===== src/rtl/nmi_pkg.sv =====
package nmi_pkg;
   localparam int NSRC    = 2;
   localparam int SRC_PAR = 0;
   localparam int SRC_CHK = 1;
   localparam int DATA_W  = 8;
   localparam int MASK_POS = 7;

   // enable bit position for source s (parity at 2, channel check at 3)
   function automatic int en_pos(input int s);
      return 2 + s;
   endfunction

   // latch status bit position for source s (parity at 7, channel check at 6)
   function automatic int st_pos(input int s);
      return 7 - s;
   endfunction
endpackage


===== src/rtl/nmi_src_latch.sv =====
module nmi_src_latch (
   input  logic clk,
   input  logic rst_n,
   input  logic err_i,
   input  logic en_n_i,
   input  logic clr_i,
   output logic latch_q
);
   always_ff @(posedge clk) begin
      if (!rst_n) begin
         latch_q <= 1'b0;
      end else if (clr_i) begin
         latch_q <= 1'b0;
      end else if (!en_n_i && err_i) begin
         latch_q <= 1'b1;
      end
   end
endmodule


===== src/rtl/nmi_io_regs.sv =====
module nmi_io_regs
   import nmi_pkg::*;
#(
   parameter int              ADDR_W     = 16,
   parameter logic [ADDR_W-1:0] MASK_ADDR  = 16'h0070,
   parameter logic [ADDR_W-1:0] PORT_ADDR  = 16'h0061
) (
   input  logic              clk,
   input  logic              rst_n,
   input  logic [ADDR_W-1:0] io_addr,
   input  logic [DATA_W-1:0] io_wdata,
   input  logic              io_rd,
   input  logic              io_wr,
   input  logic [NSRC-1:0]   latch_i,
   output logic              mask_q,
   output logic [NSRC-1:0]   en_n_q,
   output logic [NSRC-1:0]   clr_o,
   output logic [DATA_W-1:0] io_rdata
);
   logic hit_mask, hit_port;
   logic wr_mask, wr_port;

   assign hit_mask = (io_addr == MASK_ADDR);
   assign hit_port = (io_addr == PORT_ADDR);
   assign wr_mask  = io_wr && hit_mask;
   assign wr_port  = io_wr && hit_port;

   always_ff @(posedge clk) begin
      if (!rst_n) begin
         mask_q <= 1'b1;
      end else if (wr_mask) begin
         mask_q <= io_wdata[MASK_POS];
      end
   end

   for (genvar s = 0; s < NSRC; s++) begin : g_en
      assign clr_o[s] = wr_port && io_wdata[en_pos(s)];
      always_ff @(posedge clk) begin
         if (!rst_n) begin
            en_n_q[s] <= 1'b0;
         end else if (wr_port) begin
            en_n_q[s] <= io_wdata[en_pos(s)];
         end
      end
   end

   logic [DATA_W-1:0] status;
   always_comb begin
      status = '0;
      for (int s = 0; s < NSRC; s++) begin
         status[st_pos(s)] = latch_i[s];
         status[en_pos(s)] = en_n_q[s];
      end
   end

   // mask address decodes but returns zero: the mask is never visible
   assign io_rdata = (io_rd && hit_port) ? status : '0;
endmodule


===== src/rtl/sys_nmi_ctrl.sv =====
module sys_nmi_ctrl
   import nmi_pkg::*;
#(
   parameter int                ADDR_W    = 16,
   parameter logic [ADDR_W-1:0] MASK_ADDR = 16'h0070,
   parameter logic [ADDR_W-1:0] PORT_ADDR = 16'h0061
) (
   input  logic              clk,
   input  logic              rst_n,
   input  logic [ADDR_W-1:0] io_addr,
   input  logic [7:0]        io_wdata,
   input  logic              io_rd,
   input  logic              io_wr,
   output logic [7:0]        io_rdata,
   input  logic              par_err_i,
   input  logic              chan_chk_i,
   output logic              nmi_o
);
   if (ADDR_W < 8) begin : g_bad_width
      $error("sys_nmi_ctrl: ADDR_W must be at least 8");
   end
   if (MASK_ADDR == PORT_ADDR) begin : g_bad_addr
      $error("sys_nmi_ctrl: mask and port addresses must differ");
   end
   if (DATA_W != 8) begin : g_bad_data
      $error("sys_nmi_ctrl: data path must be 8 bits");
   end

   logic              mask_q;
   logic [NSRC-1:0]   en_n_q;
   logic [NSRC-1:0]   clr;
   logic [NSRC-1:0]   src_latch;
   logic [NSRC-1:0]   err_in;

   assign err_in[SRC_PAR] = par_err_i;
   assign err_in[SRC_CHK] = chan_chk_i;

   nmi_io_regs #(
      .ADDR_W   (ADDR_W),
      .MASK_ADDR(MASK_ADDR),
      .PORT_ADDR(PORT_ADDR)
   ) u_regs (
      .clk     (clk),
      .rst_n   (rst_n),
      .io_addr (io_addr),
      .io_wdata(io_wdata),
      .io_rd   (io_rd),
      .io_wr   (io_wr),
      .latch_i (src_latch),
      .mask_q  (mask_q),
      .en_n_q  (en_n_q),
      .clr_o   (clr),
      .io_rdata(io_rdata)
   );

   for (genvar s = 0; s < NSRC; s++) begin : g_src
      nmi_src_latch u_latch (
         .clk    (clk),
         .rst_n  (rst_n),
         .err_i  (err_in[s]),
         .en_n_i (en_n_q[s]),
         .clr_i  (clr[s]),
         .latch_q(src_latch[s])
      );
   end

   assign nmi_o = (|src_latch) && !mask_q;
endmodule


===== config.mk =====
export PLATFORM = sky130hd
export DESIGN_NAME = sys_nmi_ctrl
export DESIGN_NICKNAME = d
export VERILOG_FILES = /design/src/rtl/nmi_pkg.sv /design/src/rtl/nmi_src_latch.sv /design/src/rtl/nmi_io_regs.sv /design/src/rtl/sys_nmi_ctrl.sv
export SDC_FILE = /design/constraint.sdc
export NUM_CORES = 1
export LEC_CHECK = 0
export CAP_MARGIN = 20
export CORE_MARGIN = 2
export CORE_UTILIZATION = 27
export DETAILED_ROUTE_END_ITERATION = 10
export GPL_ROUTABILITY_DRIVEN = 0
export PLACE_DENSITY = 0.79
export REMOVE_ABC_BUFFERS = 1
export SETUP_SLACK_MARGIN = 0.1
export SLEW_MARGIN = 20
export SYNTH_ARGS = -nofsm -noshare
export SYNTH_HDL_FRONTEND = slang
export SYNTH_SLANG_ARGS = --single-unit
export TNS_END_PERCENT = 20

===== constraint.sdc =====
create_clock -name clk -period 2.1 [get_ports clk]
set_clock_uncertainty 0.1 [all_clocks]
set_input_delay 0.525 -clock clk [delete_from_list [all_inputs] [get_ports clk]]
set_output_delay 0.525 -clock clk [all_outputs]
set_load 0.02 [all_outputs]

==> results of run 1 <==
metal layers:
layer | global-route usage, % | vias up | routed length [um]
li1 | - | 209 | -
met1 | 14.6 | 186 | 423
met2 | 28.1 | 21 | 657
met3 | 4.35 | 2 | 84
met4 | 7.74 | 0 | 10
met5 | 0 | - | 0
cell usage after synthesis (all sizes together):
cell type | count | area share [%]
nor3b | 2 | 5.3
o21ai | 2 | 2.6
nor4b | 1 | 3.9
a21oi | 2 | 2.6
nand2b | 1 | 1.6
mux2i | 3 | 7.9
nand2 | 4 | 3.9
and2 | 4 | 6.6
conb | 1 | 0.99
and4 | 1 | 2.3
nand4 | 1 | 3.3
buf | 4 | 7.9
nor4 | 2 | 11
nor2 | 3 | 3.6
nor2b | 4 | 6.6
dfxtp | 5 | 26
and4bb | 1 | 3.3
what timing repair did:
item                       4_1_cts  5_1_grt
pin swaps                        7        2
setup endpoints to repair        4        4
resized for setup               58        3
setup buffers                    2        0
cloned                           0        0
sequential cells by signal, summed over array words and instances (netlist names):
register,flops
g_src.u_latch.latch_q,2
u_regs.en_n_q,2
u_regs.mask_q,1
worst max path at each step:
stage,start,slack (ns),depth (start not counted),to
6_report,io_addr[7],-0.15,6,io_rdata[6]
4_1_cts,io_addr[1],-0.16,6,io_rdata[6]
5_1_grt,io_addr[7],-0.21,6,io_rdata[6]
3_3_place_gp,io_addr[7],-0.92,6,io_rdata[7]
2_1_floorplan,io_addr[7],0.04,4,io_rdata[2]
3_5_place_dp,io_addr[7],-0.96,6,io_rdata[6]
layout make-up:
| class | count | area share (%) |
|---|---|---|
| multi-input cells | 35 | 38.5 |
| repair buffers | 34 | 42.0 |
| clock buffers | 4 | 3.52 |
| well taps | 15 | 2.51 |
| flip-flops and latches | 5 | 13.4 |
worst max-delay path, stage by stage:
cell and delay [ns]:
buf_6 0.09, and4bb_1 0.29, nor4b_4 0.20, and4_4 0.28, and2_4 0.15, buf_6 0.11
cells by family (layout without fill, tap and decap cells):
logic type,after synthesis,count (layout),synth area share (%)
AO/OA/AOI/OAI,4,4,5.26
buffers and inverters,4,38,7.90
flip-flops,5,5,26.3
multiplexers,3,3,7.90
other,1,4,0.986
AND/OR/NAND/NOR,24,24,51.6
through the flow:
step / power [mW] / util, % / instance area, um^2 / instances
detailed placement: 0.177 / 53.3 / 693 / 87
global route: 0.299 / 57.4 / 747 / 93
global placement: 0.174 / 53.3 / 693 / 87
floorplan: 0.119 / - / 362 / 40
finish: 0.289 / 57.4 / 747 / 93
CTS: 0.290 / 56.0 / 728 / 93
where the power goes:
group	switching, mW	internal, mW	total (mW)	leakage (nW)
sequential	0.00229	0.0979	0.100	0.0410
combinational	0.0282	0.0432	0.0714	0.270
clock	0.0450	0.0722	0.117	0.0150
total	0.0755	0.213	0.289	0.326
==> flow_summary_export.csv, run 1 <==
group,metric,value,unit
yosys,synthCells,41,
timing,fin_tns_setup,-0.592,ns
status,status,"finished with violations",
placement,port_buffers,29,
clocking,ctsLongestPathBuffers,2,
hold_path,hold_path.class,"flop to flop",
floorplan,num_rows,13,
power_and_ir_drop,ir_drop,239,uV
drt,postRouteAntennaNets,0,
timing,max_freq,444,MHz
timing,hold_slack,0.388,ns
timing,grt_setup_unrepaired,"true",
drt,viasPerCell,4.49,
power_and_ir_drop,powerDensity,387,nW/um^2
yosys,yosysSeqAreaShare,26.3,%
clocking,cts_root_buf,"clkbuf_4",
clocking,htree_levels,1,
floorplan,die-height,41.5,um
clocking,clock_latency,0.25,ns
timing,fin_ws,-0.155,ns
drt,finalWirelength,1.18,mm
setup_path,end_kind,"primary output",
hold_path,min_from,"u_regs.en_n_q[1]",
final_layout,final_common_cell,"dlygate4sd2_1",
floorplan,die_x,41.5,um
final_layout,final_cell_mix,"dlygate4sd2_1 (9), clkdlybuf4s50_1 (8), buf_6 (6)",
clocking,cts_made_buffers,3,
setup_path,crit_fanout,4,
final_layout,layout.nets,109,
drt,drcViolationCount,0,
setup_path,crit_required,1.47,ns
yosys,synth_cell_type_count,19,
setup_path,critPathArrivalTime,1.63,ns
floorplan,coreArea,1300,um^2
flow_run,max_cap_violations,0,
grt,grt_pass1_vias,453,
clocking,cts_tree,"done",
final_layout,multi_input_area,288,um^2
clocking,clkTransAtPathRegs,0.05,ns
clocking,cts.sinks,5,
grt,gr-total-overflow,0,
power_and_ir_drop,p_leak,0.326,nW
final_layout,antennaDiodeCount,0,
drt,vias,418,
drt,dr.first_iter.drc_count,3,
floorplan,initial_core_util,29.2,%
setup_path,r2r_start,"u_regs.en_n_q[0]",
setup_path,path_class,"primary input to primary output",
clocking,hold_buffers,0,
yosys,yosysWarnings,0,
grt,grt_max_degree,9,
timing,setup_violations,4,
final_layout,area_delta_synth_final,96.4,%
yosys,ys_ff_latch,5,
setup_path,regToRegEndpoint,"g_src[0].u_latch.latch_q",
timing,slew_violations,0,
setup_path,crit_path_start_kind,"primary input",
final_layout,ff_latch_area,100,um^2
hold_path,hold_path_depth,2,
timing,period_minus_slack,2.25,ns
grt,grtUsageTotal,15.0,%
grt,grt_first_pass_wirelength,1.97,mm
setup_path,ff2ff_path_depth,3,
floorplan,ios,39,
hold_path,min_to,"u_regs.en_n_q[1]",
timing,final.period_utilization,107,%
drt,avgRoutedWirePerCell,12.6,um
placement,pre_cts_ws,-0.964,ns
drt,drtPass1Iterations,3,
status,violations,"setup timing",
timing,hold_viol_final,0,
floorplan,die_area,1730,um^2
yosys,syn_avg_cell_area,9.28,um^2
placement,hpwl,919,um
grt,antenna_found_initial,0,
setup_path,ff2ff_setup_slack,1.27,ns
final_layout,layout-drive-gt1-share,34.6,%
yosys,synth_area,380,um^2
final_layout,nFillCells,132,
Power figures use the tool's default switching activity.
==> run 2: changes to the inputs <==
--- a/config.mk
+++ b/config.mk
@@ -5,14 +5,14 @@
 export SDC_FILE = /design/constraint.sdc
 export NUM_CORES = 1
 export LEC_CHECK = 0
+export ABC_AREA = 1
 export CAP_MARGIN = 20
 export CORE_MARGIN = 2
-export CORE_UTILIZATION = 27
+export CORE_UTILIZATION = 25
 export DETAILED_ROUTE_END_ITERATION = 10
 export GPL_ROUTABILITY_DRIVEN = 0
 export PLACE_DENSITY = 0.79
 export REMOVE_ABC_BUFFERS = 1
-export SETUP_SLACK_MARGIN = 0.1
 export SLEW_MARGIN = 20
 export SYNTH_ARGS = -nofsm -noshare
 export SYNTH_HDL_FRONTEND = slang
==> flow_summary_export.csv, run 2 <==
group,metric,value,unit
power_and_ir_drop,p_sw,0.0690,mW
floorplan,die_x,40.6,um
final_layout,final_common_cell,"buf_4",
yosys,yosysTopAreaCell,"dfxtp_1",
setup_path,crit_fanout,4,
timing,slew_violations,0,
yosys,synth_area,335,um^2
yosys,synthXorXnorAreaFrac,0,%
yosys,yosys.area_share.adder,0,%
yosys,synth_edf_count,0,
status,status,"complete, no violations",
setup_path,crit_path_start_kind,"primary input",
setup_path,crit_end,"io_rdata[6]",
yosys,synth_area_leaders,"dfxtp_1 (30%), nor2_1 (16%), nand2_1 (11%), buf_4 (9.0%), a21oi_1 (7.5%)",
clocking,clock_latency,0.24,ns
power_and_ir_drop,p_total,0.284,mW
yosys,synthCells,56,
timing,setup_violations,0,
drt,avgRoutedWirePerCell,10.7,um
drt,vias,513,
yosys,synth_cell_type_count,11,
final_layout,layout-drive-gt1-share,34.3,%
yosys,synthSimpleGateAreaFrac,45.9,%
power_and_ir_drop,seqPwrFrac,35.0,%
timing,grt_setup_unrepaired,"true",
flow_run,max_cap_violations,0,
grt,grt_pass1_vias,463,
clocking,htree_levels,1,
clocking,ctsLongestPathBuffers,2,
drt,viasPerCell,4.38,
yosys,synth_mux_area_share,0,%
floorplan,die_area,1650,um^2
yosys,yosysWarnings,0,
final_layout,utilization,56.8,%
power_and_ir_drop,combPwrFrac,25.6,%
final_layout,antennaDiodeCount,0,
clocking,clkTransAtPathRegs,0.04,ns
final_layout,final_cell_mix,"buf_4 (18), nor2_1 (11), nand2_1 (10)",
grt,grt_max_degree,6,
yosys,synthArstFlopShare,0,%
power_and_ir_drop,clkPwrFrac,39.3,%
final_layout,layout.nets,133,
floorplan,initial_core_util,26.4,%
grt,grtUsageTotal,17.0,%
floorplan,num_rows,13,
setup_path,ff2ff_path_depth,3,
setup_path,critPathArrivalTime,1.43,ns
yosys,synth_ff_type,"dfxtp_1",
clocking,cts_tree,"done",
yosys,synth-compound-area-share,7.46,%
drt,finalWirelength,1.25,mm
timing,hold_slack,0.367,ns
yosys,ys_ff_latch,5,
drt,postRouteAntennaNets,0,
floorplan,die-height,40.6,um
setup_path,path_class,"primary input to primary output",
yosys,yosysSeqAreaShare,29.9,%
power_and_ir_drop,netSwitchingFraction,24.3,%
timing,hold_viol_final,0,
power_and_ir_drop,powerDensity,394,nW/um^2
drt,drcViolationCount,0,
timing,period_minus_slack,2.05,ns
power_and_ir_drop,intPower,0.215,mW
setup_path,regToRegEndpoint,"g_src[1].u_latch.latch_q",
grt,antenna_found_initial,0,
grt,grt_first_pass_wirelength,1.79,mm
yosys,ys_top_cells_by_count,"nor2_1 (14), nand2_1 (10), inv_1 (6)",
grt,gr-total-overflow,0,
final_layout,top_regs,"g_src.u_latch.latch_q x2, u_regs.en_n_q x2, u_regs.mask_q x1",
drt,drtPass1Iterations,4,
timing,max_freq,487,MHz
setup_path,r2r_start,"u_regs.en_n_q[1]",
floorplan,ios,39,
floorplan,coreArea,1270,um^2
hold_path,hold_path.class,"flop to flop",
power_and_ir_drop,ir_drop,312,uV
clocking,cts_made_buffers,3,
setup_path,end_kind,"primary output",
yosys,yosysMostFrequentCell,"nor2_1",
setup_path,crit_required,1.47,ns
timing,final.period_utilization,97.8,%
final_layout,area_delta_synth_final,115,%
yosys,synth_top_family_by_area,"simple AND/OR/NAND/NOR gates",
yosys,synth_top_area_share,29.9,%
clocking,cts_root_buf,"clkbuf_4",
yosys,syn_avg_cell_area,5.99,um^2
clocking,cts.sinks,5,
placement,port_buffers,29,
setup_path,startpoint,"io_addr[2]",
final_layout,nFillCells,114,
drt,dr.first_iter.drc_count,7,
setup_path,ff2ff_setup_slack,1.30,ns
power_and_ir_drop,p_leak,0.339,nW
run 2: cell types whose count changed after synthesis, sizes merged, moves of 2 or more:
cell,change
a21oi,+3
nand3,+5
o21ai,-2
nand2,+6
nand4,+2
nor2b,-4
and2,-4
nor2,+13
nor3b,-2
nor4,-2
inv,+6
mux2i,-3
run 2: per-stage QoR:
step / cells / setup TNS (ns) / instance area [um^2] / setup WS (ns)
3_3_place_gp: 100 / -2.79 / 633 / -0.705
5_1_grt: 117 / -0.0104 / 721 / -0.0104
6_report: 117 / 0 / 721 / 0.0456
3_5_place_dp: 100 / -2.91 / 633 / -0.736
4_1_cts: 115 / 0 / 716 / 0.00458
2_1_floorplan: 55 / 0 / 317 / 0.166
run 2: worst min-delay path by stage:
stage | startpoint | endpoint | cells after the start
2_1_floorplan | u_regs.mask_q | u_regs.mask_q | 2
3_3_place_gp | u_regs.en_n_q[1] | u_regs.en_n_q[1] | 2
3_5_place_dp | u_regs.mask_q | u_regs.mask_q | 2
4_1_cts | u_regs.en_n_q[0] | u_regs.en_n_q[0] | 2
5_1_grt | u_regs.en_n_q[0] | u_regs.en_n_q[0] | 2
6_report | u_regs.en_n_q[0] | u_regs.en_n_q[0] | 2
run 2: timing repair:
action,in CTS,in global routing
pin swaps,14,14
hold buffers,0,0
resized for setup,37,24
setup endpoints to repair,4,5
buffers inserted,11,2
run 2: final cells by class:
type | instances | area (um^2) | share of cell area [%]
Sequential cell | 5 | 100 | 13.9
Multi-Input combinational cell | 44 | 206 | 28.6
Inverter | 6 | 22.5 | 3.13
Timing Repair Buffer | 43 | 347 | 48.1
Clock buffer | 4 | 26.3 | 3.65
Tap cell | 15 | 18.8 | 2.60
run 2: worst max-delay path, cell delays in order:
cell	delay, ns
clkdlybuf4s15_1	0.18
nor2_2	0.11
nand2_1	0.08
nor2_2	0.14
nand3_2	0.12
nor2_1	0.13
buf_4	0.15
run 2: power groups by stage:
stage	sequential (mW)	clock (mW)	combinational (mW)
2_1_floorplan	0.101	0	0.0174
3_3_place_gp	0.101	0	0.0653
3_5_place_dp	0.101	0	0.0661
4_1_cts	0.0993	0.115	0.0689
5_1_grt	0.0993	0.124	0.0791
6_report	0.0993	0.112	0.0728
run 2: cells by family (layout without fill, tap and decap cells):
| group | count (synthesis) | after routing |
|---|---|---|
| DFF | 5 | 5 |
| buffers and inverters | 10 | 53 |
| AOI/OAI and AO/OA | 5 | 5 |
| other | 1 | 4 |
| and+or+nand+nor | 35 | 35 |
run 2: metal layers:
| metal | global-route usage [%] | vias up | wire (um) |
|---|---|---|---|
| li1 | - | 264 | - |
| met1 | 17.2 | 231 | 440 |
| met2 | 31.3 | 16 | 710 |
| met3 | 10.3 | 2 | 83 |
| met4 | 0 | 0 | 16 |
| met5 | 0 | - | 0 |
